$ cat src/rtl/hb_pkg.sv
package hb_pkg;

  typedef enum logic [1:0] {
    SZ_BYTE = 2'd0,
    SZ_HALF = 2'd1,
    SZ_WORD = 2'd2,
    SZ_RSVD = 2'd3
  } accSize_e;

  typedef enum logic [2:0] {
    ST_IDLE,
    ST_LO_REQ,
    ST_LO_DATA,
    ST_HI_REQ,
    ST_HI_DATA,
    ST_DONE
  } laneState_e;

  // strobes from control to datapath
  typedef struct packed {
    logic load;   // latch the new processor access
    logic hiSel;  // upper halfword phase
    logic capLo;  // capture first returned halfword
    logic capHi;  // capture second returned halfword
  } laneStrobe_t;

endpackage

$ cat src/rtl/hb_decode.sv
module hb_decode #(
  parameter int          ADDR_W      = 32,
  parameter int          MIRROR_BITS = 3,
  parameter logic [31:0] WIN_BASE    = 32'h1F80_1C00,
  parameter logic [31:0] WIN_LIMIT   = 32'h1F80_2000
) (
  input  logic [ADDR_W-1:0] rawAddr,
  output logic [ADDR_W-1:0] physAddr,
  output logic              hit
);
  localparam int KEEP_W = ADDR_W - MIRROR_BITS;

  // top bits dropped so every mirror lands on the same window
  assign physAddr = {{MIRROR_BITS{1'b0}}, rawAddr[KEEP_W-1:0]};
  assign hit = (physAddr >= WIN_BASE[ADDR_W-1:0]) && (physAddr < WIN_LIMIT[ADDR_W-1:0]);

endmodule

$ cat src/rtl/hb_ctrl.sv
module hb_ctrl
  import hb_pkg::*;
(
  input  logic        clk,
  input  logic        rstN,
  input  logic        startReq,
  input  logic        reqWe,
  input  logic [1:0]  reqSize,
  input  logic        reqOdd,
  input  logic        perReady,
  output logic        perValid,
  output logic        perWe,
  output logic        winDone,
  output laneStrobe_t strobe
);
  laneState_e state;
  logic isWrite;
  logic isWord;
  logic dropWr;

  logic startDrop;
  assign startDrop = reqWe && (reqSize == SZ_BYTE) && reqOdd;

  always_ff @(posedge clk or negedge rstN) begin
    if (!rstN) begin
      state   <= ST_IDLE;
      isWrite <= 1'b0;
      isWord  <= 1'b0;
      dropWr  <= 1'b0;
    end else begin
      unique case (state)
        ST_IDLE: begin
          if (startReq) begin
            isWrite <= reqWe;
            isWord  <= reqSize[1];
            dropWr  <= startDrop;
            state   <= startDrop ? ST_DONE : ST_LO_REQ;
          end
        end
        ST_LO_REQ: begin
          if (perReady) begin
            if (!isWrite)     state <= ST_LO_DATA;
            else if (isWord)  state <= ST_HI_REQ;
            else              state <= ST_DONE;
          end
        end
        ST_LO_DATA: state <= isWord ? ST_HI_REQ : ST_DONE;
        ST_HI_REQ: begin
          if (perReady) state <= isWrite ? ST_DONE : ST_HI_DATA;
        end
        ST_HI_DATA: state <= ST_DONE;
        ST_DONE:    state <= ST_IDLE;
        default:    state <= ST_IDLE;
      endcase
    end
  end

  always_comb begin
    strobe       = '0;
    strobe.load  = (state == ST_IDLE) && startReq;
    strobe.hiSel = (state == ST_HI_REQ) || (state == ST_HI_DATA);
    strobe.capLo = (state == ST_LO_DATA);
    strobe.capHi = (state == ST_HI_DATA);
  end

  assign perValid = (state == ST_LO_REQ) || (state == ST_HI_REQ);
  assign perWe    = isWrite;
  assign winDone  = (state == ST_DONE);

  // checker: handshakes since the access started
  logic [1:0] hsCnt;
  always_ff @(posedge clk or negedge rstN) begin
    if (!rstN)                      hsCnt <= '0;
    else if (state == ST_IDLE)      hsCnt <= '0;
    else if (perValid && perReady)  hsCnt <= hsCnt + 2'd1;
  end

  // completion only after the expected number of transactions
  assert_done_after_all_R10: assert property (@(posedge clk) disable iff (!rstN)
    winDone |-> (hsCnt == (isWord ? 2'd2 : (dropWr ? 2'd0 : 2'd1))));

  // completion is a single-cycle pulse
  assert_done_pulse_R10: assert property (@(posedge clk) disable iff (!rstN)
    winDone |=> !winDone);

  // a dropped write never reaches the peripheral
  assert_drop_silent_R5: assert property (@(posedge clk) disable iff (!rstN)
    dropWr && !winDone |-> !perValid);

endmodule

$ cat src/rtl/hb_datapath.sv
module hb_datapath
  import hb_pkg::*;
#(
  parameter int ADDR_W = 32,
  parameter int DATA_W = 32
) (
  input  logic              clk,
  input  logic              rstN,
  input  laneStrobe_t       strobe,
  input  logic [ADDR_W-1:0] physAddr,
  input  logic [1:0]        reqSize,
  input  logic [DATA_W-1:0] reqWdata,
  input  logic [DATA_W/2-1:0] perRdata,
  output logic [ADDR_W-1:0] perAddr,
  output logic [DATA_W/2-1:0] perWdata,
  output logic [DATA_W-1:0] rdData
);
  localparam int HALF_W = DATA_W / 2;
  localparam int BYTE_W = HALF_W / 2;
  localparam logic [ADDR_W-1:0] HALF_STEP = ADDR_W'(HALF_W / 8);

  logic [ADDR_W-1:0] accAddr;
  logic [1:0]        accSize;
  logic [DATA_W-1:0] accWdata;

  always_ff @(posedge clk or negedge rstN) begin
    if (!rstN) begin
      accAddr  <= '0;
      accSize  <= '0;
      accWdata <= '0;
      rdData   <= '0;
    end else begin
      if (strobe.load) begin
        accAddr  <= physAddr;
        accSize  <= reqSize;
        accWdata <= reqWdata;
        rdData   <= '0;
      end
      if (strobe.capLo) begin
        unique case (accSize)
          SZ_BYTE: rdData <= {{(DATA_W-BYTE_W){1'b0}},
                              accAddr[0] ? perRdata[HALF_W-1:BYTE_W] : perRdata[BYTE_W-1:0]};
          SZ_HALF: rdData <= {{HALF_W{1'b0}}, perRdata};
          default: rdData[HALF_W-1:0] <= perRdata;
        endcase
      end
      if (strobe.capHi) rdData[DATA_W-1:HALF_W] <= perRdata;
    end
  end

  logic [ADDR_W-1:0] evenAddr;
  assign evenAddr = {accAddr[ADDR_W-1:1], 1'b0};
  assign perAddr  = strobe.hiSel ? evenAddr + HALF_STEP : evenAddr;

  always_comb begin
    if (strobe.hiSel)             perWdata = accWdata[DATA_W-1:HALF_W];
    else if (accSize == SZ_BYTE)  perWdata = {{BYTE_W{1'b0}}, accWdata[BYTE_W-1:0]};
    else                          perWdata = accWdata[HALF_W-1:0];
  end

  // the second phase always addresses the following halfword
  assert_hi_addr_R8: assert property (@(posedge clk) disable iff (!rstN)
    strobe.capHi |-> perAddr[1] != accAddr[1] || perAddr[ADDR_W-1:2] != accAddr[ADDR_W-1:2]);

endmodule

$ cat src/rtl/halfword_bridge.sv
module halfword_bridge
  import hb_pkg::*;
#(
  parameter int          ADDR_W      = 32,
  parameter int          DATA_W      = 32,
  parameter int          MIRROR_BITS = 3,
  parameter logic [31:0] WIN_BASE    = 32'h1F80_1C00,
  parameter logic [31:0] WIN_LIMIT   = 32'h1F80_2000
) (
  input  logic              clk,
  input  logic              rstN,
  input  logic              cpuReq,
  input  logic              cpuWe,
  input  logic [1:0]        cpuSize,
  input  logic [ADDR_W-1:0] cpuAddr,
  input  logic [DATA_W-1:0] cpuWdata,
  output logic [DATA_W-1:0] cpuRdata,
  output logic              cpuReady,
  output logic              perValid,
  output logic              perWe,
  output logic [ADDR_W-1:0] perAddr,
  output logic [DATA_W/2-1:0] perWdata,
  input  logic              perReady,
  input  logic [DATA_W/2-1:0] perRdata,
  output logic              dfltReq,
  output logic              dfltWe,
  output logic [1:0]        dfltSize,
  output logic [ADDR_W-1:0] dfltAddr,
  output logic [DATA_W-1:0] dfltWdata,
  input  logic [DATA_W-1:0] dfltRdata,
  input  logic              dfltReady
);
  logic [ADDR_W-1:0] physAddr;
  logic              hit;
  logic              winDone;
  logic [DATA_W-1:0] winRdata;
  laneStrobe_t       strobe;

  hb_decode #(
    .ADDR_W(ADDR_W), .MIRROR_BITS(MIRROR_BITS),
    .WIN_BASE(WIN_BASE), .WIN_LIMIT(WIN_LIMIT)
  ) u_decode (
    .rawAddr(cpuAddr), .physAddr(physAddr), .hit(hit)
  );

  hb_ctrl u_ctrl (
    .clk(clk), .rstN(rstN),
    .startReq(cpuReq && hit), .reqWe(cpuWe), .reqSize(cpuSize), .reqOdd(cpuAddr[0]),
    .perReady(perReady), .perValid(perValid), .perWe(perWe),
    .winDone(winDone), .strobe(strobe)
  );

  hb_datapath #(.ADDR_W(ADDR_W), .DATA_W(DATA_W)) u_dp (
    .clk(clk), .rstN(rstN), .strobe(strobe),
    .physAddr(physAddr), .reqSize(cpuSize), .reqWdata(cpuWdata),
    .perRdata(perRdata), .perAddr(perAddr), .perWdata(perWdata), .rdData(winRdata)
  );

  // out-of-window traffic goes straight through
  assign dfltReq   = cpuReq && !hit;
  assign dfltWe    = cpuWe;
  assign dfltSize  = cpuSize;
  assign dfltAddr  = cpuAddr;
  assign dfltWdata = cpuWdata;

  assign cpuReady = cpuReq && (hit ? winDone : dfltReady);
  assign cpuRdata = hit ? winRdata : dfltRdata;

  assert_mirror_clear_R1: assert property (@(posedge clk) disable iff (!rstN)
    perValid |-> perAddr[ADDR_W-1:ADDR_W-MIRROR_BITS] == '0);

  assert_in_window_R2: assert property (@(posedge clk) disable iff (!rstN)
    perValid |-> (perAddr >= WIN_BASE[ADDR_W-1:0]) && (perAddr < WIN_LIMIT[ADDR_W-1:0]));

  assert_exclusive_R3: assert property (@(posedge clk) disable iff (!rstN)
    perValid |-> !dfltReq);

  assert_odd_byte_wr_R5: assert property (@(posedge clk) disable iff (!rstN)
    perValid && cpuReq && cpuWe && cpuSize == SZ_BYTE |-> !cpuAddr[0]);

  assert_even_addr_R7: assert property (@(posedge clk) disable iff (!rstN)
    perValid |-> !perAddr[0]);

  assert_hold_stall_R10: assert property (@(posedge clk) disable iff (!rstN)
    perValid && !perReady |=> perValid && $stable(perAddr) && $stable(perWe) && $stable(perWdata));

endmodule

$ cat config.mk
export PLATFORM = sky130hd
export DESIGN_NAME = halfword_bridge
export DESIGN_NICKNAME = d
export VERILOG_FILES = /design/src/rtl/hb_pkg.sv /design/src/rtl/hb_decode.sv /design/src/rtl/hb_ctrl.sv /design/src/rtl/hb_datapath.sv /design/src/rtl/halfword_bridge.sv
export SDC_FILE = /design/constraint.sdc
export NUM_CORES = 1
export LEC_CHECK = 0
export BUFFER_PORTS_ARGS = -buffer_cell sky130_fd_sc_hd__buf_2
export CAP_MARGIN = 20
export CORE_UTILIZATION = 30
export DETAILED_ROUTE_END_ITERATION = 7
export MAX_ROUTING_LAYER = met4
export PLACE_DENSITY = 0.56
export SLEW_MARGIN = 20
export SYNTH_ARGS = -nofsm -noshare
export SYNTH_HDL_FRONTEND = slang
export SYNTH_SLANG_ARGS = --single-unit
$ cat constraint.sdc
create_clock -name clk -period 2.7 [get_ports clk]
set_clock_uncertainty 0.05 [all_clocks]
set_input_delay 0.27 -clock clk [delete_from_list [all_inputs] [get_ports clk]]
set_output_delay 0.27 -clock clk [all_outputs]
set_load 0.005 [all_outputs]
# Word level (Yosys, flattened, before mapping)
# Index checks and enable logic that the tools add are counted.
# totals
register_bits	100
in_bits	120
out_inout_bits	151
word_cells	56
# classes
n_addsub	1
n_lt_le_gt_ge	2
n_eq_ne	9
muxes	19
n_reduce_logical	17
# op_table
operator	n
2-to-1 mux 32 bit	4
2-to-1 mux 16 bit	5
adder 29 x 2 -> 30 bit (second input constant)	1
greater-or-equal comparator 29 bit (second input constant)	1
less-than comparator 29 bit (second input constant)	1
2-to-1 mux 3 bit	6
case mux 3 bit (5 select lines)	1
2-to-1 mux 8 bit	1
logical AND 1 bit	7
== test 3 x 2 -> 1 bit (second input constant)	2
== test 3 bit (second input constant)	2
logical NOT 2 bit	2
!= test 2 bit (second input constant)	2
== test 3 x 1 -> 1 bit (second input constant)	1
logical NOT 3 bit	1
AND reduction 3 bit	1
== test 2 x 1 -> 1 bit (second input constant)	1
logical OR 1 bit	2
2-to-1 mux 1 bit	2
!= test 2 x 1 -> 1 bit (second input constant)	1
AND reduction 2 bit	1
nonzero test 2 bit	1
OR reduction 2 bit	1
logical NOT 1 bit	1

# Logic depth before layout (Yosys ltp)
# Gate-level depths: netlist of the first run.
# depth
depth_word	8
ltp_mapped	7
depth_no_buf	5

# By module
# From an unflattened synthesis of the first run, not the netlist that was laid out.
# unflattened
hier_cells	529
area_unflattened_um2	6222.2
# by_module_without_submodules
mod	n_inst	cells_each	area_per_inst_um2	seq_area_each_um2
hb_datapath	1	346	4500.6	2452.4
halfword_bridge	1	107	1063.5	0.0
hb_ctrl	1	36	349.1	125.1
hb_decode	1	40	309.0	0.0

# Least setup slack after synthesis of the first run
# Ideal clock, no wire load.
# synth_timing
path_type	input-to-output
from	in cpuAddr[18]
to	out cpuRdata[10]
t_arrival_ns	1.870
required_ns	2.380
slack_ns	0.510
stages	6
n_path_buf	2
path_cell_list	nand2b_1 or4_1 buf_2 nor2_1 buf_4 mux2_2
# synth_between
elab_chain_len	3
elab_cells_between_ends	4
cone_classes	order compare (2); mux (1); reduce/logical (1)
# synth_lines
element	line	rtl
from (decl)	halfword_bridge.sv:15	input logic [ADDR_W-1:0] cpuAddr,
greater-or-equal comparator 29 bit / less-than comparator 29 bit (equally long branches)	hb_decode.sv:15	assign hit = (physAddr >= WIN_BASE[ADDR_W-1:0]) && (physAddr < WIN_LIMIT[ADDR_W-1:0]);
logical AND 1 bit (*)	hb_decode.sv:15	
2-to-1 mux 32 bit (*)	halfword_bridge.sv:67	assign cpuRdata = hit ? winRdata : dfltRdata;
to (decl)	halfword_bridge.sv:17	output logic [DATA_W-1:0] cpuRdata,
# Mark *: on every way between the ends. The rest lies on a longest branch, timed or not.

# Final worst setup path of the first run
# layout_timing
from	reg u_ctrl.state[2]
to	out perAddr[17]
# layout_between
elab_chain_len	3
elab_cells_between_ends	4
cone_classes	eq/ne (2); mux (1); reduce/logical (1)
# layout_lines
element	line	rtl
from (decl)	hb_ctrl.sv:16	laneState_e state;
from (signal assigned)	hb_ctrl.sv:37	state <= startDrop ? ST_DONE : ST_LO_REQ;
from (signal assigned)	hb_ctrl.sv:47	ST_LO_DATA: state <= isWord ? ST_HI_REQ : ST_DONE;
from (signal assigned)	hb_ctrl.sv:49	if (perReady) state <= isWrite ? ST_DONE : ST_HI_DATA;
== test 3 x 2 -> 1 bit / == test 3 bit (equally long branches)	hb_ctrl.sv:61	strobe.hiSel = (state == ST_HI_REQ) || (state == ST_HI_DATA);
logical OR 1 bit (*)	hb_ctrl.sv:61	
2-to-1 mux 32 bit (*)	hb_datapath.sv:53	assign perAddr = strobe.hiSel ? evenAddr + HALF_STEP : evenAddr;
to (decl)	halfword_bridge.sv:21	output logic [ADDR_W-1:0] perAddr,
# Marked as above.

==> results of run 1 <==
-- cells by family (layout without fill, tap and decap cells) --
kind of cell	Yosys count	in the layout	synth area share
other	1	3	0.000651
buffers and inverters	98	299	0.119
muxes	94	94	0.184
and+or+nand+nor	138	138	0.139
DFF	99	99	0.430
AOI/OAI and AO/OA	70	70	0.0843
adders and majority gates	1	1	0.00217
xor gates and xnor gates	27	27	0.0410
-- what timing repair did --
item / 4_1_cts / 5_1_grt
buffers inserted: 0 / 3
hold endpoints to repair: 20 / 0
gates resized for setup: 0 / 2
endpoints found under the setup margin: 0 / 17
hold buffers: 1 / 0
-- state kept, by name, summed over array words and instances, names as in the netlist --
signal and count:
u_ctrl.state 3, u_dp.accWdata 32, u_dp.accSize 2, u_dp.rdData 32, u_dp.accAddr 29, u_ctrl.perWe 1
-- worst reg2reg max path: stages (launching register included) --
cell and delay, ns:
dfrtp_1 0.46, nor3_1 0.32, nand2_1 0.16, nor3_4 0.23
buf_12 0.30, mux2_1 0.44
-- stage by stage --
| stage | utilization | hold WS [ns] | total power (uW) |
|---|---|---|---|
| after floorplan | - | -0.0756 | 2610 |
| after global placement | 0.365 | 0.143 | 3020 |
| after detailed placement | 0.365 | 0.135 | 3030 |
| after CTS | 0.381 | 0.0847 | 4360 |
| after global routing | 0.383 | 0.0907 | 4600 |
| final | 0.383 | 0.105 | 4290 |
-- worst max path at each step --
stage,startpoint,slack (ns),end,depth (start not counted)
4_1_cts,u_ctrl.state[2],0.05,perAddr[13],5
5_1_grt,u_ctrl.state[2],0.04,perAddr[17],6
3_3_place_gp,cpuAddr[18],0.35,cpuRdata[24],7
2_1_floorplan,cpuAddr[18],0.51,cpuRdata[10],6
6_report,u_ctrl.state[2],0.21,perAddr[17],6
3_5_place_dp,cpuAddr[18],0.33,cpuRdata[24],7
-- layout make-up --
type	instances	share of cell area
flip-flops and latches	99	0.345
repair buffers	281	0.209
multi-input cells	333	0.364
well taps	234	0.0407
clock buffers	10	0.0319
clock inverters	6	0.00905
inverters	2	0.00104
-- power breakdown --
part / switching, uW / internal, uW
logic: 575 / 586
registers: 173 / 1670
clock network: 566 / 721
-- layer usage --
layer,part of all wire,track usage
met1,0.47,0.202
met2,0.49,0.254
met3,0.035,0.0241
met4,0.012,0.0435
met5,0,-
-- placed cells by master (no fill, tap or decap), drive strengths merged, types with 3 or more instances in the layout --
cell type and instances:
conb 3, o21ai 25, nand2 32, nand2b 18, xnor2 25, mux2 94, nor3 6, nor4 4
nand3 14, a22o 16, clkbuf 10, or2 11, nor2b 13, nor3b 4, dfrtp 99, buf 280
a21oi 4, nor2 7, and4 4, nand4 14, inv 3, a22oi 16, clkinv 3
==> flow_summary_export.csv, run 1 <==
group,metric,value,unit
clock_network,clk_pin_slew,0.07,ns
final_layout,regArea,0.00248,sq mm
floorplanning,die-area,0.0198,sq mm
logic_synthesis,synth_top_area_cell,"dfrtp_1",
route,ant_nets,0,
place,routabilityCongestion,0.752,
route,dr.pass1.iters,4,
outcome,outcome,"completed",
final_layout,drive_above_1_share,0.502,
sta,rsz0062_at_grt,"no",
place,dpl-instance-area,0.00685,sq mm
logic_synthesis,synth_common_cells,"99 x dfrtp_1, 73 x buf_4, 53 x mux2_2, 41 x mux2_1, 32 x nand2_1",
final_layout,area_growth,24.7,%
logic_synthesis,synth_edf_count,0,
place,post-place-ws,0.329,ns
sta,setup_ws,0.206,ns
worst_setup_path,endpoint_kind,"primary output",
route,drcViolationCount,0,
global_routing,grt_pass1_wl,23.3,mm
global_routing,grtUsageTotal,0.156,
global_routing,antenna_found_initial,0,
sta,tns,0,ns
worst_setup_path,path_buf_inv,2,
power,powerDensity,597,mW/mm^2
logic_synthesis,synth-seq-cells,99,
logic_synthesis,netlist_area,0.00576,sq mm
floorplanning,rows,50,
worst_setup_path,r2r-start,"u_ctrl.state[0]",
min_path,hold_class,"primary input to register",
clock_network,cts_htree_levels,3,
flow_run,cap_violations,0,
clock_network,clock-sinks,99,
floorplanning,start_util,0.307,
worst_setup_path,cpLargestDelayFamily,"flip-flops",
clock_network,cts_buffers,9,
sta,slew_headroom,0.496,
worst_setup_path,cp_max_fo,11,
floorplanning,die_y,141,um
worst_setup_path,critPathLaunchType,"register",
logic_synthesis,async_flop_share,1.00,
final_layout,layout.nets,847,
worst_setup_path,crit_chain,"nand4b_1, a2111oi_2, buf_4, nand4_1, xnor2_1, buf_2",
worst_setup_path,slowest_delay,0.48,ns
power,vdd_ir_drop_max,0.000293,V
route,via_per_inst,4.64,
logic_synthesis,ys_top_cells_by_area,"dfrtp_1 43%, mux2_2 10%, buf_4 9.5%",
logic_synthesis,synthCells,528,
power,p_leak,0.00370,uW
final_layout,n_antenna_cell,0,
global_routing,grt_pass1_vias,4312,
route,totalWireLength,14.6,mm
clock_network,clockRootBuffer,"clkbuf_16",
worst_setup_path,r2r-end,"u_dp.accAddr[7]",
min_path,hold_end,"u_dp.accWdata[29]",
min_path,min-delay-start,"cpuWdata[29]",
logic_synthesis,ys_dominant_reg_cell,"dfrtp_1",
logic_synthesis,ys_seq_area_frac,0.430,
place,dpl.hpwl,11.0,mm
worst_setup_path,arrival,2.17,ns
final_layout,fin_area,0.00719,sq mm
final_layout,multi_input_area,0.00261,sq mm
floorplanning,pin_count,271,
sta,fin_crit_sh,0.924,
sta,setup_viol,0,
final_layout,nFillCells,1877,
worst_setup_path,required,2.38,ns
logic_synthesis,synth_top_area_frac,0.430,
clock_network,clockBufferDepth,2,
worst_setup_path,ff2ff_setup_slack,0.63,ns
global_routing,gr-total-overflow,0,
worst_setup_path,ff2ff_path_depth,5,
place,dp.cells,945,
route,drt-initial-drc-count,196,
logic_synthesis,yosysUniqueCellTypes,47,
route,vias,4477,
place,portBuffers,261,
clock_network,insertion_delay,0.34,ns
worst_setup_path,criticalPathCategory,"register to primary output",
sta,worstMarginPinSlew,0.756,ns
clock_network,cts_tree,"built",
sta,slew_viol_final,0,
sta,finalHoldViolations,0,
global_routing,grt_max_degree,65,
logic_synthesis,ys_warn_count,0,
logic_synthesis,yosysMostFrequentCell,"dfrtp_1",
route,wl_per_cell,15.1,um
sta,timing.fmax,401,MHz
floorplanning,coreArea,0.0188,sq mm
min_path,holdPathStages,2,
logic_synthesis,avgSynthCellArea,10.9,sq um
final_layout,fin_cells,965,
worst_setup_path,cp_slowest_cell,"dfrtp_2",
sta,finalCriticalPeriod,2.49,ns
floorplanning,dieWidth,141,um
(Power assumes the default switching activity.)
==> inputs of run 2 (changes only) <==
Settings changed: REMOVE_ABC_BUFFERS from default to 1.
==> run 2 against run 1 <==
Against the previous run: combinational power about the same; routed wire length up 0.14%; sequential share of layout area about the same; final area down 0.14%; first-iteration DRC count down 16%; global-route usage down 0.12 points; fmax down 0.81%; die area unchanged; power down 0.11%; clock-buffer cell count up 1; critical path depth unchanged; non-clock buffer count down 3; critical path type unchanged; critical endpoint is now perWdata[2].
==> flow_summary_export.csv, run 2 (same netlist as run 1, synthesis figures left out) <==
group,metric,value,unit
outcome,outcome,"completed",
clock_network,cts_buffers,9,
route,ant_nets,0,
clock_network,insertion_delay,0.34,ns
global_routing,grt_pass1_vias,4356,
worst_setup_path,crit_top_cell,"buf_4",
floorplanning,pin_count,271,
clock_network,cts_tree,"built",
sta,rsz0062_at_grt,"no",
clock_network,cts_htree_levels,3,
worst_setup_path,ff2ff_path_depth,6,
final_layout,top_regs,"u_dp.accWdata x32, u_dp.rdData x32, u_dp.accAddr x29",
worst_setup_path,criticalPathCategory,"register to primary output",
worst_setup_path,critPathLaunchType,"register",
floorplanning,die-area,0.0198,sq mm
route,dr.pass1.iters,4,
final_layout,nFillCells,1902,
worst_setup_path,r2r-start,"u_ctrl.state[2]",
flow_run,cap_violations,0,
sta,setup_viol,0,
worst_setup_path,crit_start,"u_ctrl.state[1]",
sta,finalCriticalPeriod,2.51,ns
global_routing,antenna_found_initial,0,
power,powerDensity,598,mW/mm^2
route,drt-initial-drc-count,164,
sta,setup_ws,0.185,ns
global_routing,gr-total-overflow,0,
global_routing,grt_max_degree,65,
place,routabilityCongestion,0.765,
floorplanning,die_y,141,um
sta,worstMarginPinSlew,0.707,ns
global_routing,grtUsageTotal,0.155,
final_layout,fin_area,0.00718,sq mm
final_layout,area_growth,24.5,%
route,totalWireLength,14.6,mm
final_layout,n_antenna_cell,0,
clock_network,postCtsSetupRepairBufs,0,
power,p_leak,0.00369,uW
route,via_per_inst,4.69,
worst_setup_path,endpoint_kind,"primary output",
global_routing,grt_use_met3,0.0221,
floorplanning,rows,50,
worst_setup_path,slowest_delay,0.49,ns
final_layout,post-route-util,0.382,
clock_network,clockRootBuffer,"clkbuf_16",
floorplanning,coreArea,0.0188,sq mm
worst_setup_path,r2r-end,"u_dp.accWdata[4]",
global_routing,grt_pass1_wl,23.2,mm
sta,finalHoldViolations,0,
final_layout,final_common_cell,"buf_2",
worst_setup_path,cp_slowest_cell,"dfrtp_2",
worst_setup_path,arrival,2.19,ns
final_layout,mostFrequentLayoutCells,"260 x buf_2, 98 x dfrtp_1, 53 x mux2_2, 41 x mux2_1, 32 x nand2_1",
global_routing,grt-busiest-layer,"met2",
route,wl_per_cell,15.2,um
route,drcViolationCount,0,
global_routing,grt_util_met1,0.199,
final_layout,drive_above_1_share,0.500,
power,vdd_ir_drop_max,0.000306,V
floorplanning,dieWidth,141,um
clock_network,clock-sinks,99,
floorplanning,start_util,0.307,
place,dpl-instance-area,0.00686,sq mm
worst_setup_path,crit_chain,"buf_4, nor3b_2, nand2b_1, buf_4, mux2_2, buf_2",
sta,slew_headroom,0.529,
worst_setup_path,cp_max_fo,28,
sta,tns,0,ns
place,dpl.hpwl,10.9,mm
global_routing,globalRouteMet2Util,0.248,
place,portBuffers,261,
sta,timing.fmax,398,MHz
clock_network,clockBufferDepth,2,
final_layout,layout.nets,844,
place,post-place-ws,0.290,ns
sta,fin_crit_sh,0.931,
min_path,hold_class,"primary input to register",
worst_setup_path,cp-endpoint,"perWdata[2]",
worst_setup_path,ff2ff_setup_slack,0.61,ns
sta,slew_viol_final,0,
sta,whs,0.0988,ns
clock_network,clk_pin_slew,0.07,ns
route,vias,4516,
worst_setup_path,required,2.38,ns
-- run 2: cell types whose count changed in the layout (fill, tap and decap cells not counted), sizes merged --
cell / delta
buf: -3
clkbuf: +1
clkinv: -1
clkinvlp: +1
inv: -1
-- run 2: worst min-delay path by stage --
stage / from / end / slack (ns) / cells after the start
floorplan: rstN / u_ctrl.perWe / -0.08 / 0
global placement: rstN / u_dp.rdData[20] / 0.07 / 1
detailed placement: rstN / u_dp.rdData[20] / 0.07 / 1
CTS: cpuWdata[29] / u_dp.accWdata[29] / 0.08 / 2
global route: cpuAddr[5] / u_dp.accAddr[5] / 0.08 / 2
finish: cpuWdata[29] / u_dp.accWdata[29] / 0.1 / 2
-- run 2: power breakdown --
part           leakage [uW]  internal [uW]  switching [uW]
sequential          0.00129           1670             167
combinational       0.00225            566             560
clock              0.000142            748             575
total               0.00369           2990            1300
-- run 2: through the flow --
step,cells,power [uW]
floorplan,434,2480
global placement,945,3000
detailed placement,945,3010
CTS,962,4360
global route,962,4570
finish,962,4290
-- run 2: worst max-delay path: cells and delay by family (launching register included) --
| kind | cells | cell delay, ns |
|---|---|---|
| multiplexers | 1 | 0.37 |
| AND/OR/NAND/NOR | 2 | 0.30 |
| buffers and inverters | 3 | 0.68 |
| flip-flops | 1 | 0.49 |
-- run 2: layout make-up --
cell class | instances | area [sq um] | area share
clock inverters | 5 | 62.6 | 0.00872
multi-input cells | 333 | 2620 | 0.364
well taps | 234 | 293 | 0.0408
flip-flops and latches | 99 | 2480 | 0.345
repair buffers | 278 | 1480 | 0.206
clock buffers | 11 | 243 | 0.0338
inverters | 2 | 7.51 | 0.00105
-- run 2: routing by layer --
layer	routed length, um	part of all wire
met5	0	0
met4	191	0.013
met3	561	0.038
met2	7150	0.49
met1	6730	0.46
-- run 2: timing repair --
action / in CTS / in global routing
hold endpoints to repair: 57 / 0
endpoints found under the setup margin: 0 / 14
hold buffers: 1 / 0
resized for setup: 0 / 1
